File: src/rtl/e1_crc4_pkg.sv
package e1_crc4_pkg;

    localparam int unsigned TS0_BITS = 8;
    localparam int unsigned CRC_W    = 4;
    localparam int unsigned SA_W     = 5;

    // Bits 2..8 of an alignment frame, first sent bit in the MSB.
    localparam logic [6:0] ALIGN_TAIL = 7'b0011011;
    // Bit 1 of odd frames 1..11, first frame in the MSB.
    localparam logic [5:0] MF_PATTERN = 6'b001011;

    typedef enum logic [2:0] {
        K_PAYLOAD,
        K_CRC,
        K_MFAS,
        K_EBIT,
        K_ALIGN,
        K_FIXED_ONE,
        K_ALARM,
        K_SPARE
    } slot_kind_e;

    typedef struct packed {
        slot_kind_e  kind;
        logic [2:0]  idx;
    } slot_t;

    // Decide what a bit position carries, from frame number and bit position.
    function automatic slot_t classify(input int unsigned frame,
                                       input int unsigned pos,
                                       input int unsigned mf_frames);
        slot_t       s;
        int unsigned half;
        half   = mf_frames / 2;
        s.kind = K_PAYLOAD;
        s.idx  = '0;
        if (pos < TS0_BITS) begin
            if ((frame % 2) == 0) begin
                if (pos == 0) begin
                    s.kind = K_CRC;
                    s.idx  = 3'((frame % half) / 2);
                end else begin
                    s.kind = K_ALIGN;
                    s.idx  = 3'(pos - 1);
                end
            end else if (pos == 0) begin
                if (frame >= mf_frames - 3) begin
                    s.kind = K_EBIT;
                    s.idx  = (frame == mf_frames - 1) ? 3'd1 : 3'd0;
                end else begin
                    s.kind = K_MFAS;
                    s.idx  = 3'((frame - 1) / 2);
                end
            end else if (pos == 1) begin
                s.kind = K_FIXED_ONE;
            end else if (pos == 2) begin
                s.kind = K_ALARM;
            end else begin
                s.kind = K_SPARE;
                s.idx  = 3'(pos - 3);
            end
        end
        return s;
    endfunction

    // One serial step of division by x^4 + poly, with the x^4 multiply folded in.
    function automatic logic [CRC_W-1:0] crc_step(input logic [CRC_W-1:0] cur,
                                                  input logic             din,
                                                  input logic [CRC_W-1:0] poly);
        logic fb;
        fb = din ^ cur[CRC_W-1];
        return {cur[CRC_W-2:0], 1'b0} ^ (fb ? poly : '0);
    endfunction

endpackage

File: src/rtl/e1_ts0_timing.sv
module e1_ts0_timing #(
    parameter  int unsigned FRAME_BITS = 256,
    parameter  int unsigned MF_FRAMES  = 16,
    localparam int unsigned POS_W      = $clog2(FRAME_BITS),
    localparam int unsigned FRM_W      = $clog2(MF_FRAMES)
) (
    input  logic             clk,
    input  logic             rst,
    input  logic             bit_en,
    input  logic             frame_start,
    output logic             active,
    output logic             running,
    output logic [FRM_W-1:0] cur_frame,
    output logic [POS_W-1:0] cur_pos,
    output logic             half_first
);

    logic             started_q;
    logic [FRM_W-1:0] frm_q;
    logic [POS_W-1:0] pos_q;
    logic             wrap;
    logic [FRM_W-1:0] frm_inc;

    always_comb begin
        wrap    = (pos_q == POS_W'(FRAME_BITS - 1));
        frm_inc = (frm_q == FRM_W'(MF_FRAMES - 1)) ? '0 : frm_q + 1'b1;
        active  = started_q | frame_start;
        if (frame_start) begin
            cur_pos   = '0;
            cur_frame = started_q ? frm_inc : '0;
        end else if (wrap) begin
            cur_pos   = '0;
            cur_frame = frm_inc;
        end else begin
            cur_pos   = pos_q + 1'b1;
            cur_frame = frm_q;
        end
        // Frames 0 and MF_FRAMES/2 open a half-multiframe.
        half_first = (cur_pos == '0) && (cur_frame[FRM_W-2:0] == '0);
    end

    assign running = started_q;

    always_ff @(posedge clk) begin
        if (rst) begin
            started_q <= 1'b0;
            frm_q     <= '0;
            pos_q     <= POS_W'(FRAME_BITS - 1);
        end else if (bit_en && active) begin
            started_q <= 1'b1;
            frm_q     <= cur_frame;
            pos_q     <= cur_pos;
        end
    end

    // the frame number only moves together with a return to bit position 0.
    p_frame_at_pos0_r1: assert property (@(posedge clk) disable iff (rst)
        !$stable(frm_q) |-> (pos_q == '0));

endmodule

File: src/rtl/e1_crc4_engine.sv
module e1_crc4_engine
    import e1_crc4_pkg::*;
#(
    parameter logic [CRC_W-1:0] POLY = CRC_W'(3)
) (
    input  logic             clk,
    input  logic             rst,
    input  logic             step,
    input  logic             half_first,
    input  logic             crc_bit,
    output logic [CRC_W-1:0] c_word
);

    logic [CRC_W-1:0] rem_q;
    logic [CRC_W-1:0] held_q;
    logic [CRC_W-1:0] seed;

    always_comb begin
        seed   = half_first ? '0 : rem_q;
        // At the first bit of a half the finished remainder is used directly.
        c_word = half_first ? rem_q : held_q;
    end

    always_ff @(posedge clk) begin
        if (rst) begin
            rem_q  <= '0;
            held_q <= '0;
        end else if (step) begin
            rem_q <= crc_step(seed, crc_bit, POLY);
            if (half_first) begin
                held_q <= rem_q;
            end
        end
    end

    // the word being sent changes only at a half-multiframe boundary.
    p_cword_hold_r7: assert property (@(posedge clk) disable iff (rst)
        !(step && half_first) |=> $stable(held_q));

endmodule

File: src/rtl/e1_ebit_ctrl.sv
module e1_ebit_ctrl (
    input  logic clk,
    input  logic rst,
    input  logic err_pulse,
    input  logic consume,
    input  logic use_ebits,
    input  logic fas_ok,
    input  logic mfa_ok,
    output logic e_val
);

    logic pend_q;

    always_comb begin
        if (!use_ebits) begin
            e_val = 1'b1;
        end else if (!(fas_ok && mfa_ok)) begin
            e_val = 1'b0;
        end else begin
            e_val = !pend_q;
        end
    end

    always_ff @(posedge clk) begin
        if (rst) begin
            pend_q <= 1'b0;
        end else begin
            pend_q <= (pend_q & ~consume) | err_pulse;
        end
    end

    // a report request is never lost before an E slot takes it.
    p_err_latched_r10: assert property (@(posedge clk) disable iff (rst)
        err_pulse |=> pend_q);

    // an E slot with no new request leaves nothing pending.
    p_err_consumed_r10: assert property (@(posedge clk) disable iff (rst)
        (consume && !err_pulse) |=> !pend_q);

endmodule

File: src/rtl/e1_ts0_mux.sv
module e1_ts0_mux
    import e1_crc4_pkg::*;
(
    input  slot_t            slot,
    input  logic [CRC_W-1:0] c_word,
    input  logic             e_val,
    input  logic             remote_alarm,
    input  logic [SA_W-1:0]  sa_bits,
    input  logic             data_in,
    output logic             tx_bit,
    output logic             crc_bit
);

    logic [CRC_W-1:0] c_shift;
    logic [6:0]       a_shift;
    logic [5:0]       m_shift;
    logic [SA_W-1:0]  s_shift;

    always_comb begin
        c_shift = c_word << slot.idx;
        a_shift = ALIGN_TAIL << slot.idx;
        m_shift = MF_PATTERN << slot.idx;
        s_shift = sa_bits << slot.idx;
        unique case (slot.kind)
            K_CRC:       tx_bit = c_shift[CRC_W-1];
            K_ALIGN:     tx_bit = a_shift[6];
            K_MFAS:      tx_bit = m_shift[5];
            K_EBIT:      tx_bit = e_val;
            K_FIXED_ONE: tx_bit = 1'b1;
            K_ALARM:     tx_bit = remote_alarm;
            K_SPARE:     tx_bit = s_shift[SA_W-1];
            default:     tx_bit = data_in;
        endcase
        // C positions enter the running remainder as zeros.
        crc_bit = (slot.kind == K_CRC) ? 1'b0 : tx_bit;
    end

endmodule

File: src/rtl/e1_crc4_txgen.sv
module e1_crc4_txgen
    import e1_crc4_pkg::*;
#(
    parameter int unsigned      FRAME_BITS = 256,
    parameter int unsigned      MF_FRAMES  = 16,
    parameter logic [CRC_W-1:0] CRC_POLY   = 4'b0011
) (
    input  logic            clk,
    input  logic            rst,
    input  logic            bit_en,
    input  logic            frame_start,
    input  logic            data_in,
    input  logic            frame_aligned,
    input  logic            mf_aligned,
    input  logic            ebit_en,
    input  logic            remote_alarm,
    input  logic [SA_W-1:0] sa_bits,
    input  logic            smf_err,
    output logic            data_out
);

    localparam int unsigned POS_W = $clog2(FRAME_BITS);
    localparam int unsigned FRM_W = $clog2(MF_FRAMES);

    logic             active;
    logic             running;
    logic [FRM_W-1:0] cur_frame;
    logic [POS_W-1:0] cur_pos;
    logic             half_first;
    logic             step;
    slot_t            slot;
    logic [CRC_W-1:0] c_word;
    logic             e_val;
    logic             tx_bit;
    logic             crc_bit;
    logic             e_consume;

    e1_ts0_timing #(
        .FRAME_BITS (FRAME_BITS),
        .MF_FRAMES  (MF_FRAMES)
    ) u_timing (
        .clk         (clk),
        .rst         (rst),
        .bit_en      (bit_en),
        .frame_start (frame_start),
        .active      (active),
        .running     (running),
        .cur_frame   (cur_frame),
        .cur_pos     (cur_pos),
        .half_first  (half_first)
    );

    always_comb begin
        step      = bit_en && active;
        slot      = classify(32'(cur_frame), 32'(cur_pos), MF_FRAMES);
        e_consume = step && (slot.kind == K_EBIT);
    end

    e1_crc4_engine #(
        .POLY (CRC_POLY)
    ) u_crc (
        .clk        (clk),
        .rst        (rst),
        .step       (step),
        .half_first (half_first),
        .crc_bit    (crc_bit),
        .c_word     (c_word)
    );

    e1_ebit_ctrl u_ebit (
        .clk       (clk),
        .rst       (rst),
        .err_pulse (smf_err),
        .consume   (e_consume),
        .use_ebits (ebit_en),
        .fas_ok    (frame_aligned),
        .mfa_ok    (mf_aligned),
        .e_val     (e_val)
    );

    e1_ts0_mux u_mux (
        .slot         (slot),
        .c_word       (c_word),
        .e_val        (e_val),
        .remote_alarm (remote_alarm),
        .sa_bits      (sa_bits),
        .data_in      (data_in),
        .tx_bit       (tx_bit),
        .crc_bit      (crc_bit)
    );

    always_ff @(posedge clk) begin
        if (rst) begin
            data_out <= 1'b1;
        end else if (step) begin
            data_out <= tx_bit;
        end
    end

    // idle marking until the frame counters have been started.
    p_idle_until_start_r2: assert property (@(posedge clk) disable iff (rst)
        !running |-> data_out);

    // the output only moves on an enabled bit.
    p_hold_without_enable_r2: assert property (@(posedge clk) disable iff (rst)
        !bit_en |=> $stable(data_out));

    // payload positions are copied from the input.
    p_payload_pass_r3: assert property (@(posedge clk) disable iff (rst)
        (step && slot.kind == K_PAYLOAD) |=> (data_out == $past(data_in)));

    // E bits are 1 when reporting is switched off.
    p_ebit_disabled_r8: assert property (@(posedge clk) disable iff (rst)
        (e_consume && !ebit_en) |=> data_out);

    // E bits are 0 while either alignment is missing.
    p_ebit_unaligned_r9: assert property (@(posedge clk) disable iff (rst)
        (e_consume && ebit_en && !(frame_aligned && mf_aligned)) |=> !data_out);

endmodule

File: config.mk
export PLATFORM = sky130hd
export DESIGN_NAME = e1_crc4_txgen
export DESIGN_NICKNAME = d
export VERILOG_FILES = /design/src/rtl/e1_crc4_pkg.sv /design/src/rtl/e1_ts0_timing.sv /design/src/rtl/e1_crc4_engine.sv /design/src/rtl/e1_ebit_ctrl.sv /design/src/rtl/e1_ts0_mux.sv /design/src/rtl/e1_crc4_txgen.sv
export SDC_FILE = /design/constraint.sdc
export NUM_CORES = 1
export LEC_CHECK = 0
export CAP_MARGIN = 30
export CORE_MARGIN = 2
export CORE_UTILIZATION = 30
export DETAILED_ROUTE_END_ITERATION = 10
export HOLD_SLACK_MARGIN = 0.15
export PLACE_DENSITY_LB_ADDON = 0.1
export SYNTH_ARGS = -nofsm -noshare
export SYNTH_HDL_FRONTEND = slang
export SYNTH_SLANG_ARGS = --single-unit
File: constraint.sdc
create_clock -name clk -period 5.49 [get_ports clk]
set_input_delay 1.098 -clock clk [delete_from_list [all_inputs] [get_ports clk]]
set_output_delay 1.098 -clock clk [all_outputs]
set_load 0.005 [all_outputs]
==> results of run 1 <==
## power groups by stage
stage | sequential [W] | clock [W] | combinational (W)
CTS | 0.000197 | 0.000120 | 0.000304
global placement | 0.000201 | 0 | 0.000309
floorplan | 0.000190 | 0 | 0.000250
finish | 0.000197 | 0.000115 | 0.000304
detailed placement | 0.000201 | 0 | 0.000301
global route | 0.000200 | 0.000127 | 0.000335
## layout make-up
cell class / count / area (sq um)
Inverter: 8 / 30.0
Timing Repair Buffer: 23 / 210
Sequential cell: 23 / 460
Tap cell: 99 / 124
Clock inverter: 1 / 5.00
Multi-Input combinational cell: 228 / 1560
Clock buffer: 3 / 41.3
Fill cell: 787 / 4710
## registers in the layout, summed over array words and instances (netlist names)
name,count
u_timing.pos_q,8
u_crc.held_q,4
u_crc.rem_q,4
u_timing.frm_q,4
data_out,1
u_ebit.pend_q,1
u_timing.running,1
## worst max path at each step
stage | slack, ps | end | start
2_1_floorplan | 1300 | u_crc.rem_q[1] | frame_start
3_3_place_gp | 560 | u_crc.rem_q[1] | frame_start
3_5_place_dp | 450 | u_crc.rem_q[1] | frame_start
5_1_grt | 430 | u_crc.rem_q[1] | u_timing.pos_q[0]
4_1_cts | 740 | u_crc.rem_q[1] | frame_start
6_report | 760 | u_crc.rem_q[1] | frame_start
## Yosys cell counts, types with 3 or more instances
| cell | instances | area share |
|---|---|---|
| a211oi_1 | 3 | 0.010 |
| a21o_1 | 6 | 0.021 |
| a21oi_1 | 19 | 0.044 |
| a31oi_1 | 4 | 0.011 |
| and3_1 | 3 | 0.0086 |
| buf_4 | 5 | 0.017 |
| buf_6 | 6 | 0.031 |
| clkbuf_1 | 5 | 0.0086 |
| dfxtp_1 | 23 | 0.21 |
| ha_1 | 10 | 0.058 |
| inv_1 | 6 | 0.010 |
| mux2i_1 | 12 | 0.055 |
| nand2_1 | 31 | 0.053 |
| nand3_1 | 11 | 0.025 |
| nand3b_1 | 3 | 0.010 |
| nand4_1 | 7 | 0.020 |
| nor2_1 | 26 | 0.045 |
| nor3_1 | 10 | 0.023 |
| o211ai_1 | 5 | 0.017 |
| o21ai_0 | 16 | 0.037 |
| o31ai_1 | 3 | 0.010 |
| xnor2_1 | 4 | 0.016 |
## worst reg2reg max path: cells and delay by family, from the launching register on
family	cells	cell delay [ps]
compound gates	8	1920
fa+ha+maj	3	1000
flops	1	530
mux	2	270
simple gates	4	850
## stage by stage
stage / setup slack (ps) / std cells
3_3_place_gp: 563 / 381
2_1_floorplan: 1300 / 277
3_5_place_dp: 453 / 381
6_report: 760 / 385
5_1_grt: 426 / 385
4_1_cts: 745 / 385
## kinds of logic after synthesis
family                     count (synthesis)
AOI/OAI and AO/OA                         87
xor gates and xnor gates                   6
adders and majority gates                 10
buffers and inverters                     26
DFF                                       23
muxes                                     12
and+or+nand+nor                          113
## per-layer routing
layer  vias up  share of wire
met5         -              0
met1       941           0.52
met3         7          0.039
met2        35           0.43
met4         0          0.014
li1       1048              -
==> impl_metrics.toml, run 1 <==
[floorplan]
dieArea_sq_mm = 0.00795
start_util = 0.305
core.rowCount = 31
die_h_um = 89.2
num_io_pins = 16
die_w_um = 89.2
coreArea_sq_mm = 0.00714

[synth]
avgSynthCellArea_sq_um = 7.86
ys_types = 70
synthAdderAreaFrac = 0.0575
synth_xor_area_frac = 0.0242
synth_top_family_by_area = "compound AO/OA/AOI/OAI gates"
synthArstFlopShare = 0
synthCells = 277
synthesis.area_sq_mm = 0.00218
synthMuxAreaShare = 0.0552
synthesis.nets = 302
ys_warn_count = 0
ys_seq_elements = 23
synthSimpleGateAreaFrac = 0.277
ys_seq_area_frac = 0.212
synth_compound_area_frac = 0.300
ys.flop_type = "dfxtp_1"
synth_edf_count = 0

[finish]
final_cell_area_sq_mm = 0.00243
post-route-util = 0.340
layout_commonest_cell = "nand2_1"
final_cell_mix = "nand2_1 (31), nor2_1 (26), dfxtp_1 (23), a21oi_1 (19), o21ai_0 (16)"
layout.nets = 312
final_layout_size_suffix_gt1_frac = 0.136
area_delta_synth_final_pct = 11.5
diodes = 0

[critical_path]
crit_cells = 17
critPathCaptureType = "register"
r2r-start = "u_timing.pos_q[0]"
rrSetupSlack_ps = 810
crit_type = "primary input to register"
critPathTopFamily = "compound AO/OA/AOI/OAI gates"
crit_arrival_ps = 4900
slowest_delay_ps = 520
ff2ff_path_depth = 17
critPathLaunchType = "primary input"
path_max_fanout = 8
timing.rr.end = "u_crc.rem_q[1]"
path_cells = "clkdlybuf4s50_1, a21oi_4, nand2b_1, ha_1, nor3_1, a31o_2, a31oi_1, and2_2, a311oi_2, ha_1, nor2_1, a31o_2, mux2i_1, a21oi_1, a21oi_2, mux2i_1, a311o_1"
path_buf_inv = 1
worstPathRequired_ps = 5660
cp_slowest_cell = "clkdlybuf4s50_1"

[global_routing]
first_global_vias = 1808
grt_pass1_wl_um = 9380
grt-busiest-layer = "met1"
antenna_found_initial = 0
met3_usage = 0.0240
grtUsageMet1 = 0.227
met2_usage = 0.219
grt_max_degree = 17
grt_usage = 0.151
gr-total-overflow = 0

[pwr]
swShare = 0.422
power.density_mw_per_mm2 = 254
total_power_w = 0.000617
p_clk_frac = 0.187
comb_power_share = 0.493
seqPwrFrac = 0.320
p_leak_nw = 0.961
peakVddDrop_uv = 87.9
internal-power_w = 0.000356
p_sw_w = 0.000260

[detailed_routing]
drc_errors = 0
first_pass_iters = 4
vias_per_cell = 5.28
totalWireLength_um = 5800
num_vias = 2031
drt_iter0_drc = 86
wl_per_cell_um = 15.1
ant_nets = 0

[sta]
rsz0062_at_grt = "no"
finalCritPeriodShare = 0.861
drv_slew = 0
tightest_slew_ps = 607
fin_skew_ps = 5.12
fin_hold_ws_ps = 481
hold_viol = 0
fin_tns_setup_ps = 0
relSlewSlack = 0.594
fin_crit_ps = 4730
max_freq_ghz = 0.211
setup_viol = 0

[clock_tree]
cts_resized = 0
post_cts_buffers = 0
cts.sinks = 23
numCtsBuffers = 3
worstSkewPairLatency_ps = 270
root_buffer = "clkbuf_8"
path_clk_slew_ps = 90
htreeDepth = 1
cts_tree = "yes"
cts.path.max_buffers = 2
cts_hold_buf = 0

[placed_design]
placed_cell_area_sq_mm = 0.00238
dp_hpwl_um = 4310
placement.io_buffers = 15
place_congestion = 0.820

[min_path]
hp-start = "u_crc.held_q[2]"
hold_path_end = "u_crc.held_q[2]"
holdPathStages = 2
min_path_type = "register to register"

[run]
cap_violations = 0

[status]
status = "finished, final reports clean"
No activity file was read; power rests on OpenSTA's default activity.
==> inputs of run 2 (changes only) <==
- REMOVE_ABC_BUFFERS: not set -> 1
- clock period: 5.49 -> 4.6 ns (I/O delays scaled with it)
==> run 2 against run 1 <==
Net effect:
- first-iteration DRC count is 10% higher
- power is 25% higher
- clock-buffer cell count stayed put
- flip-flop and latch count stayed put
- sequential power is 20% higher
- cell count is 3.4% higher
- register-to-register slack worse by 380 ps
==> impl_metrics.toml, run 2 (synthesis gave the netlist of run 1 again) <==
[status]
status = "finished, final reports clean"

[critical_path]
cp_slowest_cell = "clkdlybuf4s50_1"
slowest_delay_ps = 540
critPathLaunchType = "primary input"
crit_type = "primary input to register"
cpMostUsedCell = "mux2i_1"
path_max_fanout = 16
path_cells = "clkdlybuf4s50_1, buf_12, a21o_1, mux2i_1, inv_2, ha_1, nand2_1, nand3_1, o211a_1, nand2_1, ha_1, nor2_1, a31o_2, mux2i_1, a21oi_1, a21oi_2, mux2i_1, a311o_1"
critPathTopFamily = "compound AO/OA/AOI/OAI gates"
critPathCaptureType = "register"
worstPathRequired_ps = 4780
crit_arrival_ps = 4390
path_buf_inv = 3

[global_routing]
met2_usage = 0.259
grt-busiest-layer = "met2"
grt_usage = 0.163
first_global_vias = 2020
antenna_found_initial = 0
grtUsageMet1 = 0.232
met3_usage = 0.0175
gr-total-overflow = 0
grt_max_degree = 17
grt_pass1_wl_um = 10200

[clock_tree]
cts.path.max_buffers = 2
cts_tree = "yes"
cts.sinks = 23
worstSkewPairLatency_ps = 280
root_buffer = "clkbuf_8"
numCtsBuffers = 3
cts_hold_buf = 0
path_clk_slew_ps = 100
htreeDepth = 1

[sta]
rsz0062_at_grt = "no"
relSlewSlack = 0.548
drv_slew = 0
tightest_slew_ps = 678
finalCritPeriodShare = 0.915
fin_tns_setup_ps = 0
fin_hold_ws_ps = 488
fin_skew_ps = 6.13
hold_viol = 0
fin_crit_ps = 4210
setup_viol = 0
max_freq_ghz = 0.238

[min_path]
min_path_type = "register to register"

[floorplan]
die_w_um = 89.2
dieArea_sq_mm = 0.00795
core.rowCount = 31
start_util = 0.305
coreArea_sq_mm = 0.00714
die_h_um = 89.2
num_io_pins = 16

[finish]
nFillCells = 794
regMostFlops = "u_timing.pos_q"
seq_area_sq_um = 460
diodes = 0
area_delta_synth_final_pct = 16.8
largest_reg_flops = 8
layout_commonest_cell = "nand2_1"
multi_input_area_sq_mm = 0.00156
final_cell_mix = "nand2_1 (31), nor2_1 (26), dfxtp_1 (23), buf_4 (20), a21oi_1 (19)"
final_layout_size_suffix_gt1_frac = 0.177
layout.nets = 325

[placed_design]
place_congestion = 0.797
dp_hpwl_um = 4670
placement.io_buffers = 15

[pwr]
p_leak_nw = 1.03
peakVddDrop_uv = 99.7
power.density_mw_per_mm2 = 302

[run]
cap_violations = 0

[detailed_routing]
totalWireLength_um = 6190
num_vias = 2135
vias_per_cell = 5.36
drt_iter0_drc = 95
wl_per_cell_um = 15.6
first_pass_iters = 4
ant_nets = 0
drc_errors = 0
[run 2: cell types whose count changed in the layout (fill, tap and decap cells not counted), sizes merged]
| cell | delta |
|---|---|
| buf | +13 |
[run 2: stage by stage]
stage	instance area, sq um	total power [W]	setup WS [ps]	utilization	std cells
global placement	2490	0.000634	-59.1	0.349	394
detailed placement	2490	0.000629	17.4	0.349	394
CTS	2540	0.000768	330	0.355	398
global route	2540	0.000826	82.1	0.356	398
floorplan	2040	0.000497	234	-	259
finish	2540	0.000769	390	0.356	398
[run 2: power by group]
part	internal, W	leakage (nW)	switching [W]	total [W]
Sequential	0.000213	0.189	0.0000237	0.000236
Combinational	0.000174	0.813	0.000218	0.000392
Clock	0.0000608	0.0255	0.0000793	0.000140
Total	0.000448	1.03	0.000321	0.000769
[run 2: path summary, 6_finish.rpt]
| path | start | to | slack (ps) | depth (start not counted) |
|---|---|---|---|---|
| max | frame_start | u_crc.rem_q[1] | 390 | 18 |
| max reg2reg | u_timing.pos_q[0] | u_crc.rem_q[1] | 430 | 18 |
| min | u_crc.held_q[0] | u_crc.held_q[0] | 490 | 2 |
| min reg2reg | u_crc.held_q[0] | u_crc.held_q[0] | 490 | 2 |
[run 2: final cells by class]
type,count,share of cell area
clock buffer,3,0.0162
clock inverter,1,0.00197
inverter,8,0.0118
multi-input combinational,228,0.614
sequential,23,0.181
tap,99,0.0487
timing repair buffer,36,0.126
[run 2: tightest hold or removal path, stage by stage, from the launching register on]
cell	delay, ps
dfxtp_1	320
o21ai_0	70
a21oi_1	60
[run 2: repair_timing]
item,CTS,global route
endpoints found under the hold margin,0,0
resized for setup,0,1
setup buffers,0,0
endpoints found under the setup margin,0,2
[run 2: layer usage]
metal / up-vias / wire length, um / part of all wire
met5: - / 0 / 0
met4: 0 / 84 / 0.014
met3: 7 / 158 / 0.026
met2: 43 / 2830 / 0.46
met1: 1006 / 3120 / 0.50
li1: 1079 / - / -
